[src/rtl/bit_i2c_pkg.sv]
package bit_i2c_pkg;

    typedef enum logic [2:0] {
        MS_IDLE,
        MS_HIGH,
        MS_HOLD,
        MS_LOW,
        MS_WAIT_HI
    } mst_state_e;

    typedef enum logic {
        LN_FREE,
        LN_BUSY
    } line_state_e;

    typedef struct packed {
        logic rise;
        logic fall;
        logic start;
        logic stop;
    } bus_evt_t;

    localparam int unsigned NUM_LINES = 2;
    localparam int unsigned LINE_SCL  = 0;
    localparam int unsigned LINE_SDA  = 1;

endpackage

[src/rtl/bit_i2c_filter.sv]
module bit_i2c_filter #(
    parameter int unsigned FLT_LEN = 3
) (
    input  logic clk,
    input  logic rst_n,
    input  logic raw,
    output logic clean
);
    localparam int unsigned CW = (FLT_LEN < 2) ? 1 : $clog2(FLT_LEN);
    localparam logic [CW-1:0] LAST = CW'(FLT_LEN - 1);

    logic [1:0]    sync_q;
    logic [CW-1:0] run_q;
    logic          clean_q;

    always_ff @(posedge clk or negedge rst_n) begin
        if (!rst_n) begin
            sync_q  <= 2'b11;
            run_q   <= '0;
            clean_q <= 1'b1;
        end else begin
            sync_q <= {sync_q[0], raw};
            if (sync_q[1] == clean_q) begin
                run_q <= '0;
            end else if (run_q == LAST) begin
                clean_q <= sync_q[1];
                run_q   <= '0;
            end else begin
                run_q <= run_q + 1'b1;
            end
        end
    end

    assign clean = clean_q;

endmodule

[src/rtl/bit_i2c_monitor.sv]
module bit_i2c_monitor
    import bit_i2c_pkg::*;
(
    input  logic     clk,
    input  logic     rst_n,
    input  logic     scl_f,
    input  logic     sda_f,
    output bus_evt_t evt,
    output logic     busy,
    output logic     rx_bit,
    output logic     pulse_ok
);
    line_state_e state_q, state_d;
    logic        scl_prev_q, sda_prev_q;
    logic        rx_bit_q, pulse_ok_q;

    always_comb begin
        evt.rise  = scl_f & ~scl_prev_q;
        evt.fall  = ~scl_f & scl_prev_q;
        evt.start = scl_f & scl_prev_q & sda_prev_q & ~sda_f;
        evt.stop  = scl_f & scl_prev_q & ~sda_prev_q & sda_f;
    end

    always_ff @(posedge clk or negedge rst_n) begin
        if (!rst_n) begin
            state_q <= LN_FREE;
        end else begin
            state_q <= state_d;
        end
    end

    always_comb begin
        state_d = state_q;
        unique case (state_q)
            LN_FREE: if (evt.start) state_d = LN_BUSY;
            LN_BUSY: if (evt.stop)  state_d = LN_FREE;
            default:                state_d = LN_FREE;
        endcase
    end

    always_ff @(posedge clk or negedge rst_n) begin
        if (!rst_n) begin
            scl_prev_q <= 1'b1;
            sda_prev_q <= 1'b1;
            rx_bit_q   <= 1'b1;
            pulse_ok_q <= 1'b0;
        end else begin
            scl_prev_q <= scl_f;
            sda_prev_q <= sda_f;
            if (evt.rise) begin
                rx_bit_q <= sda_f;
            end
            if (evt.start || evt.stop) begin
                pulse_ok_q <= 1'b0;
            end else if (evt.rise) begin
                pulse_ok_q <= 1'b1;
            end else if (evt.fall) begin
                pulse_ok_q <= 1'b0;
            end
        end
    end

    assign busy     = (state_q == LN_BUSY);
    assign rx_bit   = rx_bit_q;
    assign pulse_ok = pulse_ok_q;

endmodule

[src/rtl/bit_i2c_sclgen.sv]
module bit_i2c_sclgen
    import bit_i2c_pkg::*;
#(
    parameter int unsigned TW = 8
) (
    input  logic          clk,
    input  logic          rst_n,
    input  logic          enable,
    input  logic [TW-1:0] thigh,
    input  logic [TW-1:0] tlow,
    input  logic          scl_f,
    input  logic          start_evt,
    input  logic          stop_evt,
    input  logic          irq_q,
    input  logic          irq_clr,
    input  logic          release_req,
    output logic          scl_drive
);
    mst_state_e    state_q, state_d;
    logic [TW-1:0] cnt_q, cnt_d;
    logic          rel_q, rel_d;
    logic          high_done, low_done;

    assign high_done = ({1'b0, cnt_q} + 1'b1) >= {1'b0, thigh};
    assign low_done  = ({1'b0, cnt_q} + 1'b1) >= {1'b0, tlow};

    always_ff @(posedge clk or negedge rst_n) begin
        if (!rst_n) begin
            state_q <= MS_IDLE;
            cnt_q   <= '0;
            rel_q   <= 1'b0;
        end else begin
            state_q <= state_d;
            cnt_q   <= cnt_d;
            rel_q   <= rel_d;
        end
    end

    always_comb begin
        state_d = state_q;
        cnt_d   = cnt_q;
        rel_d   = rel_q;
        if (!enable || stop_evt) begin
            state_d = MS_IDLE;
            cnt_d   = '0;
            rel_d   = 1'b0;
        end else begin
            unique case (state_q)
                MS_IDLE: begin
                    if (start_evt) begin
                        state_d = MS_HIGH;
                        cnt_d   = '0;
                    end
                end
                MS_HIGH: begin
                    if (high_done) begin
                        state_d = MS_HOLD;
                        cnt_d   = '0;
                    end else begin
                        cnt_d = cnt_q + 1'b1;
                    end
                end
                MS_HOLD: begin
                    if (irq_q && irq_clr) begin
                        state_d = MS_LOW;
                        cnt_d   = '0;
                        rel_d   = release_req;
                    end
                end
                MS_LOW: begin
                    if (low_done) begin
                        state_d = MS_WAIT_HI;
                        cnt_d   = '0;
                    end else begin
                        cnt_d = cnt_q + 1'b1;
                    end
                end
                MS_WAIT_HI: begin
                    if (scl_f) begin
                        state_d = rel_q ? MS_IDLE : MS_HIGH;
                        cnt_d   = '0;
                        rel_d   = 1'b0;
                    end
                end
                default: begin
                    state_d = MS_IDLE;
                    cnt_d   = '0;
                end
            endcase
        end
    end

    always_comb begin
        unique case (state_q)
            MS_HOLD, MS_LOW: scl_drive = 1'b1;
            default:         scl_drive = 1'b0;
        endcase
    end

endmodule

[src/rtl/bit_i2c_engine.sv]
module bit_i2c_engine
    import bit_i2c_pkg::*;
#(
    parameter int unsigned FLT_LEN = 3,
    parameter int unsigned TW      = 8
) (
    input  logic          clk,
    input  logic          rst_n,
    input  logic          scl_i,
    input  logic          sda_i,
    output logic          scl_oe,
    output logic          sda_oe,
    input  logic          cfg_master,
    input  logic [TW-1:0] cfg_thigh,
    input  logic [TW-1:0] cfg_tlow,
    input  logic          tx_wr,
    input  logic          tx_bit_in,
    input  logic          rx_ack,
    input  logic          irq_clr,
    input  logic          mst_release,
    output logic          bit_irq,
    output logic          rx_bit,
    output logic          rx_full,
    output logic          tx_empty,
    output logic          bus_busy
);
    logic [NUM_LINES-1:0] raw_v, clean_v;
    logic                 scl_f, sda_f;
    bus_evt_t             evt;
    logic                 pulse_ok, busy, rx_bit_w;
    logic                 scl_drive;
    logic                 irq_q, rx_full_q, tx_empty_q, tx_bit_q;
    logic                 bit_edge;

    assign raw_v[LINE_SCL] = scl_i;
    assign raw_v[LINE_SDA] = sda_i;

    for (genvar g = 0; g < NUM_LINES; g++) begin : g_line
        bit_i2c_filter #(.FLT_LEN(FLT_LEN)) u_flt (
            .clk   (clk),
            .rst_n (rst_n),
            .raw   (raw_v[g]),
            .clean (clean_v[g])
        );
    end

    assign scl_f = clean_v[LINE_SCL];
    assign sda_f = clean_v[LINE_SDA];

    bit_i2c_monitor u_mon (
        .clk      (clk),
        .rst_n    (rst_n),
        .scl_f    (scl_f),
        .sda_f    (sda_f),
        .evt      (evt),
        .busy     (busy),
        .rx_bit   (rx_bit_w),
        .pulse_ok (pulse_ok)
    );

    bit_i2c_sclgen #(.TW(TW)) u_gen (
        .clk         (clk),
        .rst_n       (rst_n),
        .enable      (cfg_master),
        .thigh       (cfg_thigh),
        .tlow        (cfg_tlow),
        .scl_f       (scl_f),
        .start_evt   (evt.start),
        .stop_evt    (evt.stop),
        .irq_q       (irq_q),
        .irq_clr     (irq_clr),
        .release_req (mst_release),
        .scl_drive   (scl_drive)
    );

    assign bit_edge = evt.fall & busy;

    always_ff @(posedge clk or negedge rst_n) begin
        if (!rst_n) begin
            irq_q      <= 1'b0;
            rx_full_q  <= 1'b0;
            tx_empty_q <= 1'b1;
            tx_bit_q   <= 1'b1;
        end else begin
            if (bit_edge) begin
                irq_q <= 1'b1;
            end else if (irq_clr) begin
                irq_q <= 1'b0;
            end
            if (bit_edge) begin
                rx_full_q <= pulse_ok;
            end else if (rx_ack) begin
                rx_full_q <= 1'b0;
            end
            if (bit_edge) begin
                tx_empty_q <= pulse_ok & (rx_bit_w == tx_bit_q);
            end else if (tx_wr) begin
                tx_empty_q <= 1'b0;
            end
            if (tx_wr) begin
                tx_bit_q <= tx_bit_in;
            end
        end
    end

    assign scl_oe   = cfg_master ? scl_drive : irq_q;
    assign sda_oe   = ~tx_bit_q;
    assign bit_irq  = irq_q;
    assign rx_bit   = rx_bit_w;
    assign rx_full  = rx_full_q;
    assign tx_empty = tx_empty_q;
    assign bus_busy = busy;

endmodule

[config.mk]
export PLATFORM = sky130hd
export DESIGN_NAME = bit_i2c_engine
export DESIGN_NICKNAME = d
export VERILOG_FILES = /design/src/rtl/bit_i2c_pkg.sv /design/src/rtl/bit_i2c_filter.sv /design/src/rtl/bit_i2c_monitor.sv /design/src/rtl/bit_i2c_sclgen.sv /design/src/rtl/bit_i2c_engine.sv
export SDC_FILE = /design/constraint.sdc
export NUM_CORES = 1
export LEC_CHECK = 0
export ABC_AREA = 1
export BUFFER_PORTS_ARGS = -buffer_cell sky130_fd_sc_hd__buf_2
export CORE_AREA = 2 2 66 68
export DETAILED_ROUTE_END_ITERATION = 12
export DIE_AREA = 0 0 68 70
export MAX_ROUTING_LAYER = met4
export PLACE_DENSITY = 0.74
export SLEW_MARGIN = 10
export SYNTH_ARGS = -nofsm -noshare
export SYNTH_HDL_FRONTEND = slang
export SYNTH_SLANG_ARGS = --single-unit
export TNS_END_PERCENT = 50
[constraint.sdc]
create_clock -name clk -period 2.1 [get_ports clk]
set_input_delay 0.315 -clock clk [delete_from_list [all_inputs] [get_ports clk]]
set_output_delay 0.315 -clock clk [all_outputs]
set_load 0.02 [all_outputs]
# Word-level counts from Yosys, hierarchy flattened
# Cells that the tools add are included.
dict set report totals {
  in_bits 26
  register_bits 31
  word_cells 108
}
dict set report classes {
  addsub 4
  n_eq_ne 14
  n_reduce_logical 16
  bitwise 17
  n_mux 37
  order_cmp 2
}
# cell n
set op_table {}
lappend op_table {{two-way mux 8 bit} 6}
lappend op_table {{case mux 8 bit (5 select lines)} 1}
lappend op_table {{greater-or-equal comparator 9 x 8 -> 1 bit} 2}
lappend op_table {{two-way mux 3 bit} 6}
lappend op_table {{two-way mux 1 bit} 17}
lappend op_table {{case mux 3 bit (5 select lines)} 1}
lappend op_table {{inequality test 3 x 1 -> 1 bit (second input constant)} 4}
lappend op_table {{adder 8 x 1 -> 9 bit (second input constant)} 1}
lappend op_table {{bitwise AND 1 bit} 9}
lappend op_table {{adder 8 x 1 -> 8 bit (second input constant)} 1}
lappend op_table {{two-way mux 2 bit} 4}
lappend op_table {{NOT 1 bit} 8}
lappend op_table {{== test 3 x 2 -> 1 bit (second input constant)} 2}
lappend op_table {{AND reduction 3 bit} 2}
lappend op_table {{nonzero test 2 bit} 3}
lappend op_table {{nonzero test 3 bit} 2}
lappend op_table {{AND reduction 5 bit} 1}
lappend op_table {{adder 2 x 1 -> 2 bit (second input constant)} 2}
lappend op_table {{== test 2 bit (second input constant)} 2}
lappend op_table {{case mux 1 bit (2 select lines)} 2}
lappend op_table {{AND reduction 2 bit} 2}
lappend op_table {{== test 1 bit} 3}
lappend op_table {{== test 3 x 1 -> 1 bit (second input constant)} 1}
lappend op_table {{== test 3 bit (second input constant)} 1}
lappend op_table {{other kinds (6)} 7}

# Longest topological paths before layout
# Gate-level depths: netlist of the first run.
dict set report depth {
  ltp_word 6
  mapped_depth 16
  ltp_nobuf 16
}

# Modules after synthesis
# A second synthesis of the first run with hierarchy kept.
dict set report hier_totals {
  hier_cells 287
  hier_area_um2 2102.0
}
# mod cells_each area_each_um2 seq_area_each_um2 n_inst
set modules_own_cells {}
lappend modules_own_cells {bit_i2c_sclgen 198 1281.2 300.3 1}
lappend modules_own_cells {bit_i2c_filter 21 190.2 128.9 2}
lappend modules_own_cells {bit_i2c_monitor 24 249.0 128.9 1}
lappend modules_own_cells {bit_i2c_engine 23 191.4 102.6 1}

# Worst setup path after synthesis of the first run
# Ideal clock, no wire load.
dict set report synth_timing {
  path_type {register to register}
  startpoint {register u_gen.cnt_q[0]}
  endpoint {register u_gen.cnt_q[0]}
  n_path_buf 0
  stages_incl_launch_ff 17
  path_slack_ns -0.091
  t_arrival_ns 2.126
  setup_ns 0.065
  path_cell_list {dfrtp_1 ha_1 nand2_1 nor2_2 xor2_1 ha_1 nand2_1 inv_1 nand2_1 nand3_1 nand2_1 nand2_1 nand2_1 nand2_1 o21ai_2 nand2_1 nand2_1}
}
dict set report synth_via {
  elab_chain_len 5
  word_cells_on_any_way 8
}
# element line_no
set synth_lines {}
lappend synth_lines {{start: declaration} bit_i2c_sclgen.sv:20} ;# logic [TW-1:0] cnt_q, cnt_d;
lappend synth_lines {{start signal: assignment} bit_i2c_sclgen.sv:34} ;# cnt_q <= cnt_d;
lappend synth_lines {{adder 8 x 1 -> 9 bit} {bit_i2c_sclgen.sv:24, bit_i2c_sclgen.sv:25}}
lappend synth_lines {{greater-or-equal comparator 9 x 8 -> 1 bit (on tied branches)} {bit_i2c_sclgen.sv:25, bit_i2c_sclgen.sv:24}}
lappend synth_lines {{two-way mux 8 bit (on tied branches)} {bit_i2c_sclgen.sv:71, bit_i2c_sclgen.sv:56}}
lappend synth_lines {{case mux 8 bit (5 select lines) *} bit_i2c_sclgen.sv:48} ;# unique case (state_q)
lappend synth_lines {{two-way mux 8 bit *} bit_i2c_sclgen.sv:43} ;# if (!enable || stop_evt) begin
# Every way passes the cells marked *; elsewhere a longest branch is shown, timed or not.
# A chain may end at the register's enable or synchronous reset.

# Worst setup path in the final report of the first run
dict set report layout_timing {
  startpoint {register u_gen.cnt_q[0]}
  endpoint {register u_gen.cnt_q[5]}
}
# Same word-level chain as after synthesis.

==> results of run 1 <==
==> how the worst max path moves through the flow <==
stage | to | slack [ns] | startpoint
floorplan | u_gen.cnt_q[0] | -0.04 | u_gen.cnt_q[0]
global placement | u_gen.cnt_q[0] | -0.20 | u_gen.cnt_q[0]
detailed placement | u_gen.cnt_q[5] | -0.27 | u_gen.cnt_q[0]
CTS | u_gen.cnt_q[5] | -0.20 | u_gen.cnt_q[0]
global route | u_gen.cnt_q[1] | -0.42 | u_gen.cnt_q[0]
finish | u_gen.cnt_q[5] | -0.24 | u_gen.cnt_q[0]
==> worst max-delay path: cells and delay by family, from the launching register on <==
kind | cells | cell delay [ns]
XOR/XNOR | 1 | 0.20
buffers and inverters | 1 | 0.05
adder cells (fa/ha/maj) | 2 | 0.48
flip-flops | 1 | 0.37
AO/OA/AOI/OAI | 1 | 0.27
AND/OR/NAND/NOR | 11 | 0.92
==> Yosys cell counts <==
library cell / instances / area, um^2
nand2_1: 64 / 240
inv_1: 47 / 176
nor2_1: 25 / 93.8
dfrtp_1: 20 / 500
ha_1: 17 / 213
nand3_1: 12 / 60.1
dfstp_2: 11 / 289
a21oi_1: 8 / 40.0
nor3_1: 8 / 40.0
nand4_1: 7 / 43.8
o21ai_0: 6 / 30.0
xor2_1: 6 / 52.6
nand2_2: 3 / 18.8
a21o_1: 2 / 15.0
inv_2: 2 / 7.51
nand2_4: 2 / 22.5
o211ai_1: 2 / 15.0
xnor2_1: 2 / 17.5
a31oi_1: 1 / 6.26
inv_4: 1 / 6.26
nor2_2: 1 / 6.26
nor2_8: 1 / 20.0
nor3_2: 1 / 10.0
nor4_1: 1 / 6.26
o21ai_2: 1 / 8.76
o21ai_4: 1 / 16.3
o21bai_1: 1 / 7.51
o31ai_1: 1 / 7.51
o32ai_1: 1 / 8.76
==> stage by stage <==
step | cell area, um^2 | cells | hold WS [ns]
2_1_floorplan | 2010 | 255 | 0.0194
3_3_place_gp | 2380 | 358 | 0.347
3_5_place_dp | 2380 | 358 | 0.349
4_1_cts | 2550 | 371 | 0.0855
5_1_grt | 2640 | 373 | 0.121
6_report | 2640 | 373 | 0.0630
==> power groups by stage <==
stage	clock network [uW]	registers (uW)	logic, uW
2_1_floorplan	0	968	652
4_1_cts	618	938	973
6_report	602	935	972
5_1_grt	639	964	1110
3_3_place_gp	0	938	949
3_5_place_dp	0	948	960
==> sequential cells by signal, indices dropped and copies added (netlist names), 2 cells and up <==
| signal | flops |
|---|---|
| u_gen.state_q | 3 |
| g_line.u_flt.run_q | 4 |
| u_gen.cnt_q | 8 |
| g_line.u_flt.clean | 2 |
| g_line.u_flt.sync_q | 4 |
==> timing repair <==
item,4_1_cts,5_1_grt
pin swaps,10,15
gates cloned,0,0
gates resized for setup,2,17
endpoints found under the hold margin,0,0
setup buffers,5,2
endpoints found under the setup margin,11,11
==> final cells by class <==
| cell class | instances | area (um^2) |
|---|---|---|
| clock inverter | 2 | 35.0 |
| fill | 342 | 1510 |
| tap | 52 | 65.1 |
| sequential | 31 | 790 |
| inverter | 50 | 190 |
| clock buffer | 6 | 82.6 |
| multi-input combinational | 174 | 1120 |
| timing repair buffer | 58 | 355 |
==> kinds of logic (layout without fill, tap and decap cells) <==
logic type | count (synthesis) | count (layout) | share of synthesized area
compound gates | 24 | 24 | 0.0784
xor+xnor | 8 | 8 | 0.0354
fa+ha+maj | 17 | 17 | 0.107
buf+inv | 50 | 116 | 0.0961
flops | 31 | 31 | 0.399
simple gates | 125 | 125 | 0.284
==> layer usage <==
layer | global-route usage | vias up | wire [um]
met5 | - | - | 0
met4 | 0.0733 | 0 | 60
met3 | 0.0451 | 9 | 154
met2 | 0.324 | 31 | 1990
met1 | 0.234 | 808 | 1880
li1 | - | 936 | -
==> flow_metrics.env, run 1 <==
export IMPL_max_freq_mhz=427
export IMPL_crit_path_start_kind="register"
export IMPL_grt_pass1_wl_um=7090
export IMPL_mostFrequentLayoutCells="nand2_1, inv_1, buf_2"
export IMPL_layout_min_cycle_time_ns=2.34
export IMPL_relSlewSlack=0.552
export IMPL_status="complete, but fails checks"
export IMPL_synth_area_mm2=0.00198
export IMPL_die_y_um=70
export IMPL_gp_congestion=0.876
export IMPL_vias=1784
export IMPL_portBuffers=32
export IMPL_ys_seq_area_frac=0.399
export IMPL_area_growth_syn_to_layout_pct=33.1
export IMPL_path_cells="ha_2, nand2_2, nor2_4, xor2_2, ha_1, nand2_1, inv_2, nand3_2, nand3_2, nand2_2, nand2_2, nand2_2, nand2_4, o21ai_4, nand2_1, nand2_1"
export IMPL_vdd_drop_max_mv=0.662
export IMPL_powerDensity_mw_per_mm2=952
export IMPL_skew_ns=0.00730
export IMPL_crit_required_ns=2.32
export IMPL_worstPathMaxFanout=8
export IMPL_synth_cells=255
export IMPL_cts_tree="yes"
export IMPL_internal_power_uw=1560
export IMPL_grt_usage=0.198
export IMPL_final_net_count=363
export IMPL_combPwrFrac=0.387
export IMPL_wl_per_cell_um=11.0
export IMPL_detail_route_antenna_nets=0
export IMPL_drcViolationCount=0
export IMPL_p_leak_uw=0.00146
export IMPL_clock_latency_ns=0.28
export IMPL_clk_pin_slew_worst_paths_ns=0.07
export IMPL_final_hold_violation_count=0
export IMPL_die_area_mm2=0.00476
export IMPL_rsz0062_at_grt="true"
export IMPL_p_sw_frac=0.380
export IMPL_finalSetupViolCount=11
export IMPL_cts_root_buf="clkbuf_8"
export IMPL_diodes=0
export IMPL_crit_slowest_cell="dfrtp_1"
export IMPL_p_switching_uw=953
export IMPL_seqPwrFrac=0.373
export IMPL_grt_max_degree=32
export IMPL_viasPerCell=4.78
export IMPL_drv_slew=0
export IMPL_post_route_period_util=1.11
export IMPL_place_ws_ns=-0.271
export IMPL_violations="setup timing"
export IMPL_routed_wl_um=4090
export IMPL_cts_num_sinks=31
export IMPL_r2r_cells=16
export IMPL_min_path_type="in2async"
export IMPL_dp_hpwl_um=3100
export IMPL_final_util=0.636
export IMPL_ctsHoldBuffers=0
export IMPL_clockBufferDepth=2
export IMPL_clkPwrFrac=0.240
export IMPL_grt_ovfl_total=0
export IMPL_crit_path_frequent_cell="nand2_2"
export IMPL_htree_num_levels=2
export IMPL_yosysUniqueCellTypes=29
export IMPL_core_mm2=0.00414
export IMPL_setup_ws_ns=-0.240
export IMPL_reg2reg_from="u_gen.cnt_q[0]"
export IMPL_grt_pass1_vias=1794
export IMPL_r2r_end="u_gen.cnt_q[5]"
export IMPL_syn_mean_instance_area_um2=7.76
export IMPL_end_kind="register"
export IMPL_rrSetupSlack_ns=-0.24
export IMPL_io_pins=33
export IMPL_yosysWarnings=0
export IMPL_detail_route_first_pass_iterations=4
export IMPL_die_x_um=68
export IMPL_mostFrequentLayoutCell="nand2_1"
export IMPL_maxCapViolations=0
export IMPL_finalPower_uw=2510
export IMPL_tns_ns=-2.04
export IMPL_drtIter0Drc=58
export IMPL_cts_made_buffers=5
export IMPL_rows=24
export IMPL_synth_nets=298
export IMPL_synth_seq_cells=31
export IMPL_drive_gt1_frac=0.352
export IMPL_cpPeakStageDelay_ns=0.37
export IMPL_crit_arrival_ns=2.56
export IMPL_tightestPinTransition_ns=0.672
export IMPL_initial_core_util=0.478
export IMPL_path_class="reg2reg"
export IMPL_antenna_found_initial=0
No activity file was read; power rests on OpenSTA's default activity.
==> run 2, diff against run 1 <==
BUFFER_PORTS_ARGS = unset   (was -buffer_cell sky130_fd_sc_hd__buf_2)
DONT_BUFFER_PORTS = 1   (was unset)
PLACE_DENSITY = 0.66   (was 0.74)
==> run 2 against run 1 <==
- the flow still finishes with violations (setup timing)
- critical path type unchanged
- count of clock-buffer cells in the layout increased by 1
- via count decreased by 4.3%
- largest power group is now sequential cells
- core utilization decreased by 2.7 points
- first-iteration DRC count decreased by 24%
- setup slack improved by 0.061 ns
- register-to-register slack improved by 0.06 ns
- worst hold slack got worse by 0.024 ns
- die area unchanged
- highest routed layer unchanged
- sequential share of layout area increased by 1.3 points
==> flow_metrics.env, run 2 (same netlist as run 1, synthesis figures left out) <==
export IMPL_drcViolationCount=0
export IMPL_clockBufferDepth=2
export IMPL_largest_register_ff_count=8
export IMPL_viasPerCell=4.91
export IMPL_p_switching_uw=925
export IMPL_cts_made_buffers=5
export IMPL_rsz0062_at_grt="true"
export IMPL_final_util=0.609
export IMPL_combPwrFrac=0.379
export IMPL_final_net_count=338
export IMPL_finalPower_uw=2290
export IMPL_tightestPinTransition_ns=0.661
export IMPL_cp_top_family="simple AND/OR/NAND/NOR gates"
export IMPL_setup_ws_ns=-0.180
export IMPL_routed_wl_um=4140
export IMPL_max_freq_mhz=439
export IMPL_path_cells="buf_4, buf_4, nand3_2, nand2_1, nand2_2, inv_2, ha_1, nand2_1, inv_1, nand2_1, nand3_2, nand2_1, nand2_1, nand2_2, nand2_4, o21ai_4, nand2_1, nand2_1"
export IMPL_grt_pass1_vias=1646
export IMPL_path_class="reg2reg"
export IMPL_grt_pass1_wl_um=6780
export IMPL_internal_power_uw=1370
export IMPL_cts_num_sinks=31
export IMPL_vias=1707
export IMPL_cts_root_buf="clkbuf_8"
export IMPL_crit_slowest_cell="dfrtp_1"
export IMPL_violations="setup timing"
export IMPL_regMostFlops="u_gen.cnt_q"
export IMPL_clkPwrFrac=0.189
export IMPL_die_area_mm2=0.00476
export IMPL_die_x_um=68
export IMPL_drv_slew=0
export IMPL_top_regs="u_gen.cnt_q: 8 flops, g_line.u_flt.run_q: 4 flops, g_line.u_flt.sync_q: 4 flops"
export IMPL_maxCapViolations=0
export IMPL_relSlewSlack=0.554
export IMPL_min_path_type="in2reg"
export IMPL_rows=24
export IMPL_crit_arrival_ns=2.49
export IMPL_dp_cells=326
export IMPL_whs_ns=0.0393
export IMPL_status="complete, but fails checks"
export IMPL_drive_gt1_frac=0.280
export IMPL_drtIter0Drc=44
export IMPL_cpPeakStageDelay_ns=0.42
export IMPL_cp_buffers_inverters=4
export IMPL_vdd_drop_max_mv=0.599
export IMPL_crit_path_frequent_cell="nand2_1"
export IMPL_portBuffers=0
export IMPL_mostFrequentLayoutCell="nand2_1"
export IMPL_diodes=0
export IMPL_post_route_period_util=1.09
export IMPL_clk_pin_slew_worst_paths_ns=0.06
export IMPL_crit_path_start_kind="register"
export IMPL_initial_core_util=0.478
export IMPL_io_pins=33
export IMPL_grt_ovfl_total=0
export IMPL_detail_route_antenna_nets=0
export IMPL_final_hold_violation_count=0
export IMPL_crit_required_ns=2.31
export IMPL_p_sw_frac=0.403
export IMPL_end_kind="register"
export IMPL_skew_ns=0.00417
export IMPL_antenna_found_initial=0
export IMPL_dp_hpwl_um=3030
export IMPL_p_leak_uw=0.00138
export IMPL_grt_max_degree=32
export IMPL_finalSetupViolCount=11
export IMPL_seqPwrFrac=0.432
export IMPL_layout_min_cycle_time_ns=2.28
export IMPL_cts_tree="yes"
export IMPL_mostFrequentLayoutCells="nand2_1, inv_1, buf_4"
export IMPL_fin_cells=348
export IMPL_die_y_um=70
export IMPL_clock_latency_ns=0.27
export IMPL_grt_usage=0.190
export IMPL_htree_num_levels=2
export IMPL_detail_route_first_pass_iterations=4
export IMPL_worstPathMaxFanout=8
export IMPL_core_mm2=0.00414
export IMPL_area_growth_syn_to_layout_pct=27.4
export IMPL_wl_per_cell_um=11.9
export IMPL_powerDensity_mw_per_mm2=910
export IMPL_gp_congestion=0.841
run 2: changes by cell type in the layout (fill, tap and decap cells not counted), moves of 2 or more:
cell and change:
buf_4 +5, buf_2 -32, nand2_1 +2, clkbuf_1 +2, nand2_2 -3
run 2: power by group through the flow:
stage                     sequential (uW)  combinational (uW)  clock [uW]
final                                 992                 869         433
after global placement                996                 807           0
after detailed placement             1000                 826           0
after floorplan                       968                 652           0
after CTS                             994                 872         450
after global routing                 1020                 989         487
run 2: worst paths after layout:
path | startpoint | end | slack, ns | depth (start not counted)
min | scl_i | g_line[0].u_flt.sync_q[0] | 0.04 | 0
max in group asynchronous | rst_n | g_line[1].u_flt.sync_q[0] | 1.37 | 2
max reg2reg | u_gen.cnt_q[0] | u_gen.cnt_q[4] | -0.18 | 18
max | u_gen.cnt_q[0] | u_gen.cnt_q[4] | -0.18 | 18
min reg2reg | g_line[0].u_flt.sync_q[0] | g_line[0].u_flt.sync_q[1] | 0.35 | 0
min in group asynchronous | rst_n | u_gen.state_q[2] | 0.48 | 2
run 2: stage by stage:
stage               setup TNS [ns]  instance area [um^2]  setup WS [ns]
floorplan                   -0.340                  2010        -0.0412
global placement             -2.19                  2220         -0.226
detailed placement           -2.76                  2220         -0.283
CTS                          -1.06                  2450         -0.128
global route                 -3.22                  2520         -0.320
finish                       -1.61                  2520         -0.180
run 2: cell type report:
class / count / area, um^2
Clock inverter: 1 / 5.00
Clock buffer: 7 / 76.3
Timing Repair Buffer: 33 / 263
Inverter: 50 / 190
Tap cell: 52 / 65.1
Sequential cell: 31 / 790
Fill cell: 374 / 1620
Multi-Input combinational cell: 174 / 1130
run 2: layer usage:
layer  vias up  part of all wire  GRT usage
li1        886                 -          -
met1       780              0.45      0.233
met2        36              0.50      0.310
met3         5             0.035     0.0403
met4         0            0.0092     0.0600
met5         -                 0          -
run 2: timing repair:
action,in CTS,in global routing
pin swaps,19,17
setup buffers,9,3
hold buffers,2,0
hold endpoints to repair,31,0
gates resized for setup,9,11
setup endpoints to repair,11,11
